===== src/rtl/flash_unlock_pkg.sv =====
package flash_unlock_pkg;

    localparam logic [7:0] OP_WAKE      = 8'hAB;
    localparam logic [7:0] OP_WR_EN     = 8'h06;
    localparam logic [7:0] OP_WR_STATUS = 8'h01;
    localparam logic [7:0] OP_SLEEP     = 8'hB9;
    localparam logic [7:0] STATUS_CLEAR = 8'h00;

    localparam int unsigned SCRIPT_LEN = 6;
    localparam int unsigned TXN_W      = $clog2(SCRIPT_LEN);

    typedef enum logic [3:0] {
        ST_IDLE,
        ST_BOOT,
        ST_GUARD,
        ST_CS_LO,
        ST_SETUP,
        ST_HIGH,
        ST_CL_CS,
        ST_CL_SCK,
        ST_CL_MOSI,
        ST_DESEL,
        ST_WAKE
    } seq_state_e;

    // Opcode of each frame in the script; order is behaviour.
    function automatic logic [7:0] frame_opcode(input logic [TXN_W-1:0] t);
        logic [7:0] op;
        case (t)
            TXN_W'(0):            op = OP_WAKE;
            TXN_W'(1), TXN_W'(3): op = OP_WR_EN;
            TXN_W'(2), TXN_W'(4): op = OP_WR_STATUS;
            default:              op = OP_SLEEP;
        endcase
        return op;
    endfunction

    function automatic logic frame_has_data(input logic [TXN_W-1:0] t);
        return (t == TXN_W'(2)) || (t == TXN_W'(4));
    endfunction

endpackage


===== src/rtl/startup_timer.sv =====
module startup_timer #(
    parameter int unsigned TICK_DIV      = 4,
    parameter int unsigned STARTUP_TICKS = 10240
) (
    input  logic clk,
    input  logic rst_n,
    input  logic run_i,
    output logic expired_o
);
    localparam int unsigned DIV   = (TICK_DIV < 1) ? 1 : TICK_DIV;
    localparam int unsigned PRE_W = $clog2(DIV + 1);
    localparam int unsigned TCK_W = $clog2(STARTUP_TICKS + 2);
    localparam logic [PRE_W-1:0] PRE_LAST = PRE_W'(DIV - 1);
    localparam logic [TCK_W-1:0] TCK_END  = TCK_W'(STARTUP_TICKS);

    typedef struct packed {
        logic [PRE_W-1:0] pre;
        logic [TCK_W-1:0] ticks;
    } tmr_t;

    tmr_t tmr_d, tmr_q;

    always_comb begin
        tmr_d = tmr_q;
        if (!run_i) begin
            tmr_d.pre   = '0;
            tmr_d.ticks = '0;
        end else if (tmr_q.ticks != TCK_END) begin
            if (tmr_q.pre == PRE_LAST) begin
                tmr_d.pre   = '0;
                tmr_d.ticks = tmr_q.ticks + TCK_W'(1);
            end else begin
                tmr_d.pre = tmr_q.pre + PRE_W'(1);
            end
        end
    end

    always_ff @(posedge clk or negedge rst_n) begin
        if (!rst_n) tmr_q <= '0;
        else        tmr_q <= tmr_d;
    end

    assign expired_o = run_i && (tmr_q.ticks == TCK_END);

    // tick count saturates at the startup length and never wraps
    p_tick_saturate_r2: assert property (@(posedge clk) disable iff (!rst_n)
        tmr_q.ticks <= TCK_END);

    // while running, the tick count never goes backwards
    p_tick_monotone_r2: assert property (@(posedge clk) disable iff (!rst_n)
        run_i && $past(run_i) |-> tmr_q.ticks >= $past(tmr_q.ticks));

endmodule


===== src/rtl/flash_cmd_rom.sv =====
module flash_cmd_rom
    import flash_unlock_pkg::*;
(
    input  logic [TXN_W-1:0] txn_i,
    output logic [7:0]       op_o,
    output logic [7:0]       data_o,
    output logic             two_byte_o,
    output logic             wake_o,
    output logic             last_o
);
    always_comb begin
        op_o       = frame_opcode(txn_i);
        two_byte_o = frame_has_data(txn_i);
        data_o     = STATUS_CLEAR;
        wake_o     = (txn_i == TXN_W'(0));
        last_o     = (txn_i == TXN_W'(SCRIPT_LEN - 1));
    end
endmodule


===== src/rtl/flash_unlock_seq.sv =====
module flash_unlock_seq
    import flash_unlock_pkg::*;
#(
    parameter int unsigned TICK_DIV      = 4,
    parameter int unsigned STARTUP_TICKS = 10240,
    parameter int unsigned PHASE_CLKS    = 2,
    parameter int unsigned GUARD_CLKS    = 4,
    parameter int unsigned DESEL_CLKS    = 8,
    parameter int unsigned WAKE_CLKS     = 40
) (
    input  logic clk,
    input  logic rst_n,
    input  logic start_i,
    output logic cs_n_o,
    output logic sck_o,
    output logic mosi_o,
    output logic busy_o,
    output logic done_o
);
    localparam int unsigned PH = (PHASE_CLKS < 1) ? 1 : PHASE_CLKS;
    localparam int unsigned GD = (GUARD_CLKS < 1) ? 1 : GUARD_CLKS;
    localparam int unsigned DS = (DESEL_CLKS < 1) ? 1 : DESEL_CLKS;
    localparam int unsigned WK = (WAKE_CLKS  < 1) ? 1 : WAKE_CLKS;
    localparam int unsigned M1 = (PH > GD) ? PH : GD;
    localparam int unsigned M2 = (DS > WK) ? DS : WK;
    localparam int unsigned MAX_CNT = (M1 > M2) ? M1 : M2;
    localparam int unsigned CNT_W   = $clog2(MAX_CNT + 1);
    localparam logic [CNT_W-1:0] LD_PH = CNT_W'(PH - 1);
    localparam logic [CNT_W-1:0] LD_GD = CNT_W'(GD - 1);
    localparam logic [CNT_W-1:0] LD_DS = CNT_W'(DS - 1);
    localparam logic [CNT_W-1:0] LD_WK = CNT_W'(WK - 1);

    typedef struct packed {
        seq_state_e       st;
        logic [CNT_W-1:0] cnt;
        logic [TXN_W-1:0] txn;
        logic             second;
        logic [2:0]       bitn;
        logic             cs_n;
        logic             sck;
        logic             mosi;
        logic             busy;
        logic             done;
    } seq_t;

    seq_t seq_d, seq_q;

    logic       boot_done;
    logic [7:0] rom_op, rom_data;
    logic       rom_two, rom_wake, rom_last;
    logic [7:0] cur_byte;
    logic [2:0] nxt_bit;
    logic       cnt_zero;

    startup_timer #(
        .TICK_DIV      (TICK_DIV),
        .STARTUP_TICKS (STARTUP_TICKS)
    ) i_startup_timer (
        .clk       (clk),
        .rst_n     (rst_n),
        .run_i     (seq_q.st == ST_BOOT),
        .expired_o (boot_done)
    );

    flash_cmd_rom i_flash_cmd_rom (
        .txn_i      (seq_q.txn),
        .op_o       (rom_op),
        .data_o     (rom_data),
        .two_byte_o (rom_two),
        .wake_o     (rom_wake),
        .last_o     (rom_last)
    );

    assign cur_byte = seq_q.second ? rom_data : rom_op;
    assign nxt_bit  = seq_q.bitn - 3'd1;
    assign cnt_zero = (seq_q.cnt == '0);

    always_comb begin
        seq_d      = seq_q;
        seq_d.done = 1'b0;
        if (!cnt_zero && seq_q.st != ST_IDLE && seq_q.st != ST_BOOT)
            seq_d.cnt = seq_q.cnt - CNT_W'(1);

        unique case (seq_q.st)
            ST_IDLE: begin
                if (start_i) begin
                    seq_d.busy = 1'b1;
                    seq_d.txn  = '0;
                    seq_d.st   = ST_BOOT;
                end
            end
            ST_BOOT: begin
                if (boot_done) begin
                    seq_d.cnt = LD_GD;
                    seq_d.st  = ST_GUARD;
                end
            end
            ST_GUARD: begin
                if (cnt_zero) begin
                    seq_d.cs_n   = 1'b0;
                    seq_d.second = 1'b0;
                    seq_d.bitn   = 3'd7;
                    seq_d.cnt    = LD_PH;
                    seq_d.st     = ST_CS_LO;
                end
            end
            ST_CS_LO: begin
                if (cnt_zero) begin
                    seq_d.sck  = 1'b0;
                    seq_d.mosi = cur_byte[7];
                    seq_d.cnt  = LD_PH;
                    seq_d.st   = ST_SETUP;
                end
            end
            ST_SETUP: begin
                if (cnt_zero) begin
                    seq_d.sck = 1'b1;
                    seq_d.cnt = LD_PH;
                    seq_d.st  = ST_HIGH;
                end
            end
            ST_HIGH: begin
                if (cnt_zero) begin
                    seq_d.sck = 1'b0;
                    seq_d.cnt = LD_PH;
                    if (seq_q.bitn != 3'd0) begin
                        seq_d.bitn = nxt_bit;
                        seq_d.mosi = cur_byte[nxt_bit];
                        seq_d.st   = ST_SETUP;
                    end else if (rom_two && !seq_q.second) begin
                        seq_d.second = 1'b1;
                        seq_d.bitn   = 3'd7;
                        seq_d.mosi   = rom_data[7];
                        seq_d.st     = ST_SETUP;
                    end else begin
                        seq_d.st = ST_CL_CS;
                    end
                end
            end
            ST_CL_CS: begin
                if (cnt_zero) begin
                    seq_d.cs_n = 1'b1;
                    seq_d.cnt  = LD_PH;
                    seq_d.st   = ST_CL_SCK;
                end
            end
            ST_CL_SCK: begin
                if (cnt_zero) begin
                    seq_d.sck = 1'b1;
                    seq_d.cnt = LD_PH;
                    seq_d.st  = ST_CL_MOSI;
                end
            end
            ST_CL_MOSI: begin
                if (cnt_zero) begin
                    seq_d.mosi = 1'b1;
                    if (rom_last) begin
                        seq_d.busy = 1'b0;
                        seq_d.done = 1'b1;
                        seq_d.st   = ST_IDLE;
                    end else begin
                        seq_d.cnt = LD_DS;
                        seq_d.st  = ST_DESEL;
                    end
                end
            end
            ST_DESEL: begin
                if (cnt_zero) begin
                    seq_d.txn = seq_q.txn + TXN_W'(1);
                    if (rom_wake) begin
                        seq_d.cnt = LD_WK;
                        seq_d.st  = ST_WAKE;
                    end else begin
                        seq_d.cnt = LD_GD;
                        seq_d.st  = ST_GUARD;
                    end
                end
            end
            ST_WAKE: begin
                if (cnt_zero) begin
                    seq_d.cnt = LD_GD;
                    seq_d.st  = ST_GUARD;
                end
            end
            default: seq_d.st = ST_IDLE;
        endcase
    end

    always_ff @(posedge clk or negedge rst_n) begin
        if (!rst_n) begin
            seq_q      <= '0;
            seq_q.st   <= ST_IDLE;
            seq_q.cs_n <= 1'b1;
            seq_q.sck  <= 1'b1;
            seq_q.mosi <= 1'b1;
        end else begin
            seq_q <= seq_d;
        end
    end

    assign cs_n_o = seq_q.cs_n;
    assign sck_o  = seq_q.sck;
    assign mosi_o = seq_q.mosi;
    assign busy_o = seq_q.busy;
    assign done_o = seq_q.done;

    // every line idles high while not busy
    p_idle_high_r1: assert property (@(posedge clk) disable iff (!rst_n)
        !busy_o |-> cs_n_o && sck_o && mosi_o);

    // no serial activity during the startup wait
    p_boot_quiet_r2: assert property (@(posedge clk) disable iff (!rst_n)
        seq_q.st == ST_BOOT |-> cs_n_o && sck_o);

    // chip select drops while clock and data are still high
    p_open_order_r4: assert property (@(posedge clk) disable iff (!rst_n)
        $fell(cs_n_o) |-> sck_o && mosi_o);

    // chip select rises while the clock is still low
    p_close_order_r5: assert property (@(posedge clk) disable iff (!rst_n)
        $rose(cs_n_o) |-> !sck_o);

    // the clock returns high only after chip select was already high
    p_sck_after_cs_r5: assert property (@(posedge clk) disable iff (!rst_n)
        $rose(sck_o) && cs_n_o |-> $past(cs_n_o));

    // done lasts one cycle
    p_done_single_r8: assert property (@(posedge clk) disable iff (!rst_n)
        done_o |=> !done_o);

    // done coincides with busy falling
    p_done_ends_busy_r8: assert property (@(posedge clk) disable iff (!rst_n)
        done_o |-> !busy_o && $past(busy_o));

    // once past the startup wait, a run never re-enters it
    p_no_restart_r9: assert property (@(posedge clk) disable iff (!rst_n)
        seq_q.st != ST_IDLE && seq_q.st != ST_BOOT |=> seq_q.st != ST_BOOT);

endmodule


===== config.mk =====
export PLATFORM = sky130hd
export DESIGN_NAME = flash_unlock_seq
export DESIGN_NICKNAME = d
export VERILOG_FILES = /design/src/rtl/flash_unlock_pkg.sv /design/src/rtl/startup_timer.sv /design/src/rtl/flash_cmd_rom.sv /design/src/rtl/flash_unlock_seq.sv
export SDC_FILE = /design/constraint.sdc
export NUM_CORES = 1
export LEC_CHECK = 0
export ABC_AREA = 1
export ABC_CLOCK_PERIOD_IN_PS = 2300
export BUFFER_PORTS_ARGS = -buffer_cell sky130_fd_sc_hd__buf_2
export CAP_MARGIN = 30
export CORE_UTILIZATION = 50
export DETAILED_ROUTE_END_ITERATION = 7
export PLACE_DENSITY = 0.66
export SYNTH_ARGS = -nofsm -noshare
export SYNTH_HDL_FRONTEND = slang
export SYNTH_SLANG_ARGS = --single-unit
export TNS_END_PERCENT = 50

===== constraint.sdc =====
create_clock -name clk -period 2.3 [get_ports clk]
set_clock_uncertainty 0.2 [all_clocks]
set_input_delay 0.23 -clock clk [delete_from_list [all_inputs] [get_ports clk]]
set_output_delay 0.23 -clock clk [all_outputs]
set_load 0.02 [all_outputs]

==> impl_metrics.py, run 1 <==
metrics = {
    "timing": {
        "setup_viol_count_final": 0,
        "fin_crit_ps": 2060,
        "period_share_pct": 89.7,
        "hold_viol": 0,
        "finalMaxSlewViolations": 0,
        "worst_slew_pin_slew_ps": 500,
        "max_freq_mhz": 485,
        "slew_headroom_pct": 66.4,
        "setup-tns-final_ps": 0,
        "rsz0062_at_grt": "false",
    },
    "power": {
        "combPwrFrac_pct": 26.1,
        "ir_drop_mv": 0.724,
        "intPower_mw": 1.21,
        "p_sw_share_pct": 35.7,
        "powerDensity_nw_per_um2": 668,
        "p_clk_share_pct": 31.6,
        "sequentialPowerShare_pct": 42.4,
        "netSwitchingPower_mw": 0.670,
        "p_leak_nw": 1.37,
        "power.total_mw": 1.88,
    },
    "route": {
        "num_vias": 2256,
        "route.detailed.drc": 0,
        "viasPerCell": 5.16,
        "drt_wl_total_mm": 5.43,
        "ant_nets": 0,
        "dr.pass1.iters": 5,
        "drt_iter0_drc": 142,
        "wire_per_inst_um": 12.4,
    },
    "synth": {
        "yosysSeqAreaShare_pct": 38.4,
        "synth.top_cells.by_area": "dfrtp_1 35%, nand2_1 13%, inv_1 7.2%",
        "syn_avg_cell_area_um2": 7.25,
        "synthDistinctLibCells": 32,
        "yosysMostFrequentCell": "nand2_1",
        "synth_nets": 367,
        "synth_seq_cells": 39,
        "synthFlopType": "dfrtp_1",
        "yosys.area.top_type_share_pct": 35.3,
        "synth_area_um2": 2550,
        "synth_warnings": 0,
        "synth_top_area_cell": "dfrtp_1",
        "synthCells": 352,
        "synth_edf_count": 0,
        "netlist_top_cells_count": "88 x nand2_1, 49 x inv_1, 36 x dfrtp_1, 34 x nor2_1, 30 x nand3_1",
        "synthArstFlopShare_pct": 100,
    },
    "die": {
        "ios": 8,
        "rows": 25,
        "die-area_um2": 5400,
        "initial_core_util_pct": 53.0,
        "coreArea_um2": 4820,
        "dieWidth_um": 73.5,
        "die_h_um": 73.5,
    },
    "worst_hold_path": {
        "hold_class": "in2async",
    },
    "run": {
        "drv_cap": 0,
    },
    "clock_tree": {
        "path_clk_slew_ps": 90,
        "cts_max_level": 2,
        "cts_setup_buffers": 0,
        "numCtsBuffers": 5,
        "root_buffer": "clkbuf_8",
        "clockBufferDepth": 2,
        "cts.repair.resized": 0,
        "clock_sinks": 39,
        "cts_tree": "built",
        "clock_latency_ps": 300,
    },
    "global_routing": {
        "grt_pass1_wl_mm": 9.20,
        "grt_max_degree": 20,
        "grt_pass1_vias": 2123,
        "antenna_found_initial": 0,
        "gr-usage-all-layers_pct": 22.2,
        "overflow": 0,
    },
    "critical_path": {
        "rr_endpoint": "seq_q[21]",
        "worstSetupEndpoint": "seq_q[21]",
        "critPathMaxFanout": 5,
        "end_kind": "flop",
        "cp-start-kind": "flop",
        "path_class": "reg2reg",
        "reg2reg_from": "i_startup_timer.tmr_q[0]",
        "r2r_slack_ps": 240,
        "startpoint": "i_startup_timer.tmr_q[0]",
        "worstPathArrival_ps": 2040,
        "crit_required_ps": 2280,
        "rr_worst_depth": 9,
    },
    "cells_and_area": {
        "syn_to_final_growth_pct": 9.99,
        "post_route_cells_drive_above_1_share_pct": 11.6,
        "fin_util_pct": 58.3,
        "nets": 384,
        "diodes": 0,
    },
    "status": {
        "status": "completed",
    },
    "placement": {
        "dp_hpwl_mm": 4.16,
        "place_congestion": 0.850,
        "io_buffers": 7,
    },
}
-- per-stage QoR --
step	worst slack [ps]	cells	hold WS, ps	cell area (um^2)
4_1_cts	279	437	70.3	2810
5_1_grt	107	437	88.2	2810
6_report	237	437	76.5	2810
3_5_place_dp	299	428	-141	2690
3_3_place_gp	339	428	-146	2690
2_1_floorplan	526	352	-266	2550
-- kinds of logic after synthesis --
group | after synthesis | synth area share, %
compound gates | 58 | 12.5
flops | 39 | 38.4
simple gates | 177 | 31.0
fa+ha+maj | 12 | 5.88
xor+xnor | 11 | 3.77
buf+inv | 55 | 8.43
-- sequential cells by signal, summed over array words and instances (netlist names) --
register	count
i_startup_timer.tmr_q	17
mosi_o	1
cs_n_o	1
sck_o	1
done_o	1
seq_q	17
busy_o	1
-- critical path, stage by stage (launching register included) --
cell     delay (ps)
dfrtp_1         440
inv_1           140
ha_1            160
nand2_1          50
nor4_2          280
nand2_1         200
nand2_1         100
nand2_1          60
nor2_2          190
o21ai_0         130
-- power groups by stage --
stage | sequential [mW] | combinational, mW | clock (mW)
3_3_place_gp | 0.804 | 0.484 | 0
2_1_floorplan | 0.805 | 0.378 | 0
5_1_grt | 0.803 | 0.551 | 0.630
4_1_cts | 0.794 | 0.488 | 0.603
3_5_place_dp | 0.804 | 0.486 | 0
6_report | 0.795 | 0.489 | 0.592
-- how the worst min path moves through the flow --
stage / cells after the start / start / endpoint
after floorplan: 0 / rst_n / busy_o
after global placement: 1 / rst_n / i_startup_timer.tmr_q[6]
after detailed placement: 1 / rst_n / i_startup_timer.tmr_q[5]
after CTS: 2 / rst_n / i_startup_timer.tmr_q[7]
after global routing: 2 / rst_n / i_startup_timer.tmr_q[7]
final: 2 / rst_n / i_startup_timer.tmr_q[7]
-- final cells by class --
class	count	area (um^2)
inverters	53	199
clock buffers	5	68.8
repair buffers	12	75.1
flip-flops and latches	39	980
well taps	67	83.8
clock inverters	3	43.8
multi-input cells	258	1360
fillers	480	2010
-- repair_timing --
| action | in CTS | in global routing |
|---|---|---|
| endpoints found under the hold margin | 36 | 0 |
| hold buffers | 1 | 0 |
| endpoints found under the setup margin | 0 | 0 |
-- layer usage --
metal / share of wire [%] / global-route usage (%) / up-vias
met5: 0 / 0 / -
met4: 1.2 / 7.26 / 0
met3: 4.9 / 3.43 / 7
met2: 46 / 36.8 / 63
met1: 48 / 29.5 / 1013
li1: - / - / 1173
-- cell usage in the layout, fill, tap and decap left out, drive strengths merged --
| cell type | Yosys | layout |
|---|---|---|
| a21oi | 15 | 15 |
| a22oi | 1 | 1 |
| a31o | 2 | 2 |
| a31oi | 1 | 1 |
| a32o | 1 | 1 |
| a41oi | 1 | 1 |
| buf | 2 | 11 |
| bufinv | 0 | 1 |
| clkbuf | 0 | 5 |
| clkinv | 0 | 2 |
| dfrtp | 36 | 36 |
| dfstp | 3 | 3 |
| dlygate4sd3 | 0 | 1 |
| ha | 12 | 12 |
| inv | 53 | 53 |
| nand2 | 89 | 89 |
| nand3 | 32 | 32 |
| nand3b | 1 | 1 |
| nand4 | 6 | 6 |
| nor2 | 39 | 39 |
| nor3 | 6 | 6 |
| nor4 | 1 | 1 |
| o211ai | 1 | 1 |
| o21ai | 36 | 36 |
| or2 | 3 | 3 |
| xnor2 | 1 | 1 |
| xor2 | 10 | 10 |
Note: power is estimated with default switching activity, not from simulation.
==> run 2: changes to the inputs <==
--- a/config.mk
+++ b/config.mk
@@ -11,7 +11,7 @@
 export CAP_MARGIN = 30
 export CORE_UTILIZATION = 50
 export DETAILED_ROUTE_END_ITERATION = 7
-export PLACE_DENSITY = 0.66
+export PLACE_DENSITY_LB_ADDON = 0.15
 export SYNTH_ARGS = -nofsm -noshare
 export SYNTH_HDL_FRONTEND = slang
 export SYNTH_SLANG_ARGS = --single-unit
==> impl_metrics.py, run 2 (synthesis results as in run 1) <==
metrics = {
    "critical_path": {
        "r2r_slack_ps": 280,
        "crit_chain": "inv_1 > ha_1 > nand2_1 > nor4_2 > nand2_1 > nand2_1 > nand2_1 > nor2_2 > o21ai_0",
        "cpMaxStageDelayCell": "dfrtp_1",
        "crit_required_ps": 2270,
        "cp.depth": 9,
        "cp-start-kind": "flop",
        "end_kind": "flop",
        "rr_worst_depth": 9,
        "reg2reg_from": "i_startup_timer.tmr_q[0]",
        "path_common_cell": "nand2_1",
        "path_class": "reg2reg",
        "critPathMaxStageDelay_ps": 420,
        "path_buf_inv": 1,
        "cp_top_family": "simple AND/OR/NAND/NOR gates",
        "rr_endpoint": "seq_q[21]",
        "critPathMaxFanout": 5,
        "worstPathArrival_ps": 1990,
    },
    "clock_tree": {
        "clock_latency_ps": 290,
        "cts_tree": "built",
        "path_clk_slew_ps": 80,
        "root_buffer": "clkbuf_8",
        "numCtsBuffers": 5,
        "clock_sinks": 39,
        "cts_max_level": 2,
        "holdBufCountCts": 1,
        "clockBufferDepth": 2,
        "cts_setup_buffers": 0,
        "cts.repair.resized": 0,
    },
    "timing": {
        "hold_viol": 0,
        "setup_viol_count_final": 0,
        "worst_slew_pin_slew_ps": 855,
        "fin_crit_ps": 2020,
        "period_share_pct": 87.8,
        "holdWs_ps": 84.2,
        "setup-tns-final_ps": 0,
        "max_freq_mhz": 495,
        "slew_headroom_pct": 43.0,
        "rsz0062_at_grt": "false",
        "finalMaxSlewViolations": 0,
    },
    "status": {
        "status": "completed",
    },
    "worst_hold_path": {
        "hold_class": "in2reg",
        "min-delay-start": "start_i",
        "hold_depth": 4,
        "holdPathEnd": "seq_q[10]",
    },
    "route": {
        "dr.pass1.iters": 4,
        "num_vias": 2248,
        "drt_iter0_drc": 122,
        "drt_wl_total_mm": 5.27,
        "viasPerCell": 5.17,
        "ant_nets": 0,
        "wire_per_inst_um": 12.1,
        "route.detailed.drc": 0,
    },
    "die": {
        "die_h_um": 73.5,
        "coreArea_um2": 4820,
        "dieWidth_um": 73.5,
        "die-area_um2": 5400,
        "ios": 8,
        "initial_core_util_pct": 53.0,
        "rows": 25,
    },
    "global_routing": {
        "antenna_found_initial": 0,
        "overflow": 0,
        "grt_max_degree": 40,
        "grt_pass1_vias": 2045,
        "grt_pass1_wl_mm": 9.02,
        "gr-usage-all-layers_pct": 21.6,
    },
    "placement": {
        "dp_hpwl_mm": 4.01,
        "dp.cells": 426,
        "place_congestion": 0.864,
        "io_buffers": 7,
    },
    "cells_and_area": {
        "final_cell_mix": "88 x nand2_1, 49 x inv_1, 36 x dfrtp_1, 34 x nor2_1, 30 x nand3_1",
        "final_common_cell": "nand2_1",
        "syn_to_final_growth_pct": 9.60,
        "fin_cells": 435,
        "post_route_cells_drive_above_1_share_pct": 11.1,
        "diodes": 0,
        "nets": 382,
        "top_regs": "i_startup_timer.tmr_q (17), seq_q (17)",
    },
    "run": {
        "drv_cap": 0,
    },
    "power": {
        "p_leak_nw": 1.36,
        "ir_drop_mv": 0.427,
        "powerDensity_nw_per_um2": 675,
    },
}
-- run 2: cell count changes in the layout (fill, tap and decap cells not counted) --
cell | previous run | this run
clkinv_4 | 1 | 0
buf_4 | 4 | 2
clkbuf_8 | 5 | 6
-- run 2: power breakdown --
| group | internal [mW] | switching, mW |
|---|---|---|
| logic | 0.140 | 0.353 |
| clock network | 0.351 | 0.249 |
| registers | 0.742 | 0.0536 |
| total | 1.23 | 0.655 |
-- run 2: routing by layer --
metal	global-route usage [%]	wire length, um	part of all wire, %
met1	31.6	2750	52
met3	3.70	174	3.3
met5	0	0	0
met2	32.4	2270	43
met4	7.05	82	1.6
-- run 2: area by class of cell --
type                            count  area [um^2]
Multi-Input combinational cell    258         1360
Timing Repair Buffer               10         60.1
Clock buffer                        6         82.6
Inverter                           53          199
Clock inverter                      2         35.0
Tap cell                           67         83.8
Sequential cell                    39          980
Fill cell                         476         2020
-- run 2: worst reg2reg max path, stage by stage (launching register included) --
cell	delay, ps
dfrtp_1	420
inv_1	140
ha_1	160
nand2_1	50
nor4_2	270
nand2_1	190
nand2_1	100
nand2_1	60
nor2_2	170
o21ai_0	120
-- run 2: worst max-delay path by stage --
stage                                  start                       end  slack (ps)
global route                       seq_q[12]                  seq_q[5]          90
global placement    i_startup_timer.tmr_q[0]  i_startup_timer.tmr_q[0]         350
detailed placement  i_startup_timer.tmr_q[0]  i_startup_timer.tmr_q[1]         300
floorplan           i_startup_timer.tmr_q[0]                 seq_q[19]         530
finish              i_startup_timer.tmr_q[0]                 seq_q[21]         280
CTS                 i_startup_timer.tmr_q[0]  i_startup_timer.tmr_q[1]         270
-- run 2: through the flow --
| step | cell area (um^2) | power [mW] | setup WS (ps) | utilization [%] |
|---|---|---|---|---|
| 2_1_floorplan | 2550 | 1.18 | 526 | - |
| 3_3_place_gp | 2670 | 1.29 | 352 | 55.5 |
| 3_5_place_dp | 2670 | 1.30 | 297 | 55.5 |
| 4_1_cts | 2800 | 1.90 | 271 | 58.1 |
| 5_1_grt | 2800 | 1.99 | 85.3 | 58.1 |
| 6_report | 2800 | 1.89 | 281 | 58.1 |
==> run 3: changes to the inputs <==
--- a/config.mk
+++ b/config.mk
@@ -5,7 +5,7 @@
 export SDC_FILE = /design/constraint.sdc
 export NUM_CORES = 1
 export LEC_CHECK = 0
-export ABC_AREA = 1
+export ABC_AREA = 0
 export ABC_CLOCK_PERIOD_IN_PS = 2300
 export BUFFER_PORTS_ARGS = -buffer_cell sky130_fd_sc_hd__buf_2
 export CAP_MARGIN = 30
==> impl_metrics.py, run 3 <==
metrics = {
    "timing": {
        "rsz0062_at_grt": "true",
        "finalMaxSlewViolations": 0,
        "setup_ws_ps": 73.7,
        "setup_viol_count_final": 0,
        "hold_viol": 0,
        "holdWs_ps": 116,
        "worst_slew_pin_slew_ps": 856,
        "slew_headroom_pct": 43.0,
        "fin_crit_ps": 2230,
        "period_share_pct": 96.8,
        "max_freq_mhz": 449,
    },
    "placement": {
        "io_buffers": 7,
        "place_ws_ps": 89.8,
        "dp_hpwl_mm": 3.82,
        "place_congestion": 0.834,
    },
    "synth": {
        "synthFlopType": "dfrtp_1",
        "yosys.area_share.adder_pct": 6.02,
        "yosys.area_share.simple_pct": 24.4,
        "syn_avg_cell_area_um2": 8.81,
        "synth_nets": 298,
        "yosysMostFrequentCell": "dfrtp_1",
        "synth_top_family_by_area": "simple AND/OR/NAND/NOR gates",
        "synthDistinctLibCells": 54,
        "synth_xor_area_share_pct": 5.27,
        "synth_compound_area_share_pct": 17.2,
        "synth_area_um2": 2490,
        "synth.top_cells.by_area": "dfrtp_1 36%, ha_1 6.0%, nor2_1 4.4%",
        "synthArstFlopShare_pct": 100,
        "yosys.area.top_type_share_pct": 36.1,
        "synthMuxAreaShare_pct": 2.61,
        "synth_warnings": 0,
        "synthCells": 283,
        "synth_edf_count": 0,
        "yosysSeqAreaShare_pct": 39.3,
        "synth_seq_cells": 39,
        "netlist_top_cells_count": "36 x dfrtp_1, 29 x nor2_1, 26 x nand2_1, 18 x inv_1, 17 x o21ai_0",
        "synth_top_area_cell": "dfrtp_1",
    },
    "critical_path": {
        "critPathMaxStageDelay_ps": 510,
        "cpMaxStageDelayCell": "or4b_4",
        "crit_chain": "inv_1 > ha_1 > or4b_4 > nor2_4 > nand3b_1 > o221ai_2 > mux2_1",
        "cp-start-kind": "flop",
        "critPathMaxFanout": 6,
        "path_class": "reg2reg",
        "end_kind": "flop",
        "worstPathArrival_ps": 2210,
        "crit_required_ps": 2280,
    },
    "clock_tree": {
        "clockBufferDepth": 2,
        "numCtsBuffers": 5,
        "clock_latency_ps": 300,
        "root_buffer": "clkbuf_8",
        "path_clk_slew_ps": 80,
        "cts_max_level": 2,
        "clock_sinks": 39,
        "cts_tree": "built",
    },
    "route": {
        "num_vias": 2065,
        "wire_per_inst_um": 14.0,
        "route.detailed.drc": 0,
        "drt_iter0_drc": 133,
        "viasPerCell": 5.60,
        "dr.pass1.iters": 4,
        "ant_nets": 0,
        "drt_wl_total_mm": 5.15,
    },
    "power": {
        "netSwitchingPower_mw": 0.495,
        "p_clk_share_pct": 35.6,
        "ir_drop_mv": 0.311,
        "p_sw_share_pct": 29.9,
        "p_leak_nw": 1.20,
        "powerDensity_nw_per_um2": 589,
        "sequentialPowerShare_pct": 44.3,
        "intPower_mw": 1.16,
        "combPwrFrac_pct": 20.0,
    },
    "global_routing": {
        "gr-usage-all-layers_pct": 21.4,
        "overflow": 0,
        "grt_pass1_wl_mm": 8.72,
        "antenna_found_initial": 0,
        "grt_max_degree": 40,
        "grt_pass1_vias": 1860,
    },
    "die": {
        "rows": 25,
        "dieWidth_um": 72.6,
        "die_h_um": 72.6,
        "initial_core_util_pct": 52.4,
        "ios": 8,
        "coreArea_um2": 4750,
        "die-area_um2": 5270,
    },
    "cells_and_area": {
        "syn_to_final_growth_pct": 12.6,
        "final_cell_mix": "36 x dfrtp_1, 29 x nor2_1, 25 x nand2_1, 17 x inv_1, 17 x o21ai_0",
        "final_common_cell": "dfrtp_1",
        "top_regs": "i_startup_timer.tmr_q (17), seq_q (17)",
        "diodes": 0,
        "post_route_cells_drive_above_1_share_pct": 15.2,
        "nets": 316,
    },
    "worst_hold_path": {
        "hold_class": "in2reg",
    },
    "run": {
        "drv_cap": 0,
    },
    "status": {
        "status": "completed",
    },
}
[run 3: per-stage QoR]
stage	utilization, %	instance area, um^2	setup TNS, ps	power [mW]	instances
detailed placement	56.1	2670	0	1.07	359
CTS	58.8	2800	0	1.67	368
global route	59.1	2810	-2.43	1.74	369
global placement	56.1	2670	0	1.07	359
finish	59.1	2810	0	1.65	369
floorplan	-	2490	0	0.960	283
[run 3: final cells by class]
type                    instances  area (um^2)
clock buffers                   5         68.8
clock inverters                 3         47.5
fillers                       448         1950
inverters                      18         67.6
multi-input cells             212         1390
flip-flops and latches         39          980
well taps                      67         83.8
repair buffers                 25          176
[run 3: what timing repair did]
action | in CTS | in global routing
resized for setup | 0 | 3
setup endpoints to repair | 0 | 8
setup buffers | 0 | 1
endpoints found under the hold margin | 36 | 0
hold buffers | 1 | 0
[run 3: power groups by stage]
stage	clock (mW)	sequential, mW	combinational (mW)
2_1_floorplan	0	0.746	0.214
3_3_place_gp	0	0.745	0.325
3_5_place_dp	0	0.747	0.327
4_1_cts	0.607	0.733	0.332
5_1_grt	0.638	0.736	0.367
6_report	0.589	0.733	0.331
[run 3: path summary, 6_finish.rpt]
path,start,end,slack [ps],depth (start not counted)
max in group asynchronous,rst_n,seq_q[11],980,2
worst min-delay path,start_i,busy_o,120,3
worst min register to register,mosi_o,mosi_o,290,2
min in group asynchronous,rst_n,i_startup_timer.tmr_q[12],380,2
worst max register to register,seq_q[12],seq_q[18],70,7
worst max-delay path,seq_q[12],seq_q[18],70,7
[run 3: per-layer routing]
metal  vias to the layer above  wire (um)  track usage, %
li1                       1038          -               -
met1                       981       2620            31.3
met2                        40       2250            32.7
met3                         6        234            4.56
met4                         0         42            4.58
met5                         -          0               0
[run 3: kinds of logic (layout without fill, tap and decap cells)]
group	count (synthesis)	in the layout
AOI/OAI and AO/OA	61	61
xor gates and xnor gates	15	15
adders and majority gates	12	12
buffers and inverters	32	51
DFF	39	39
muxes	6	6
and+or+nand+nor	118	118
[run 3: worst max-delay path, delay by kind of cell, from the launching register on]
family / cells / cell delay, ps
and+or+nand+nor: 3 / 890
AOI/OAI and AO/OA: 1 / 100
DFF: 1 / 400
muxes: 1 / 330
adders and majority gates: 1 / 130
buffers and inverters: 1 / 80
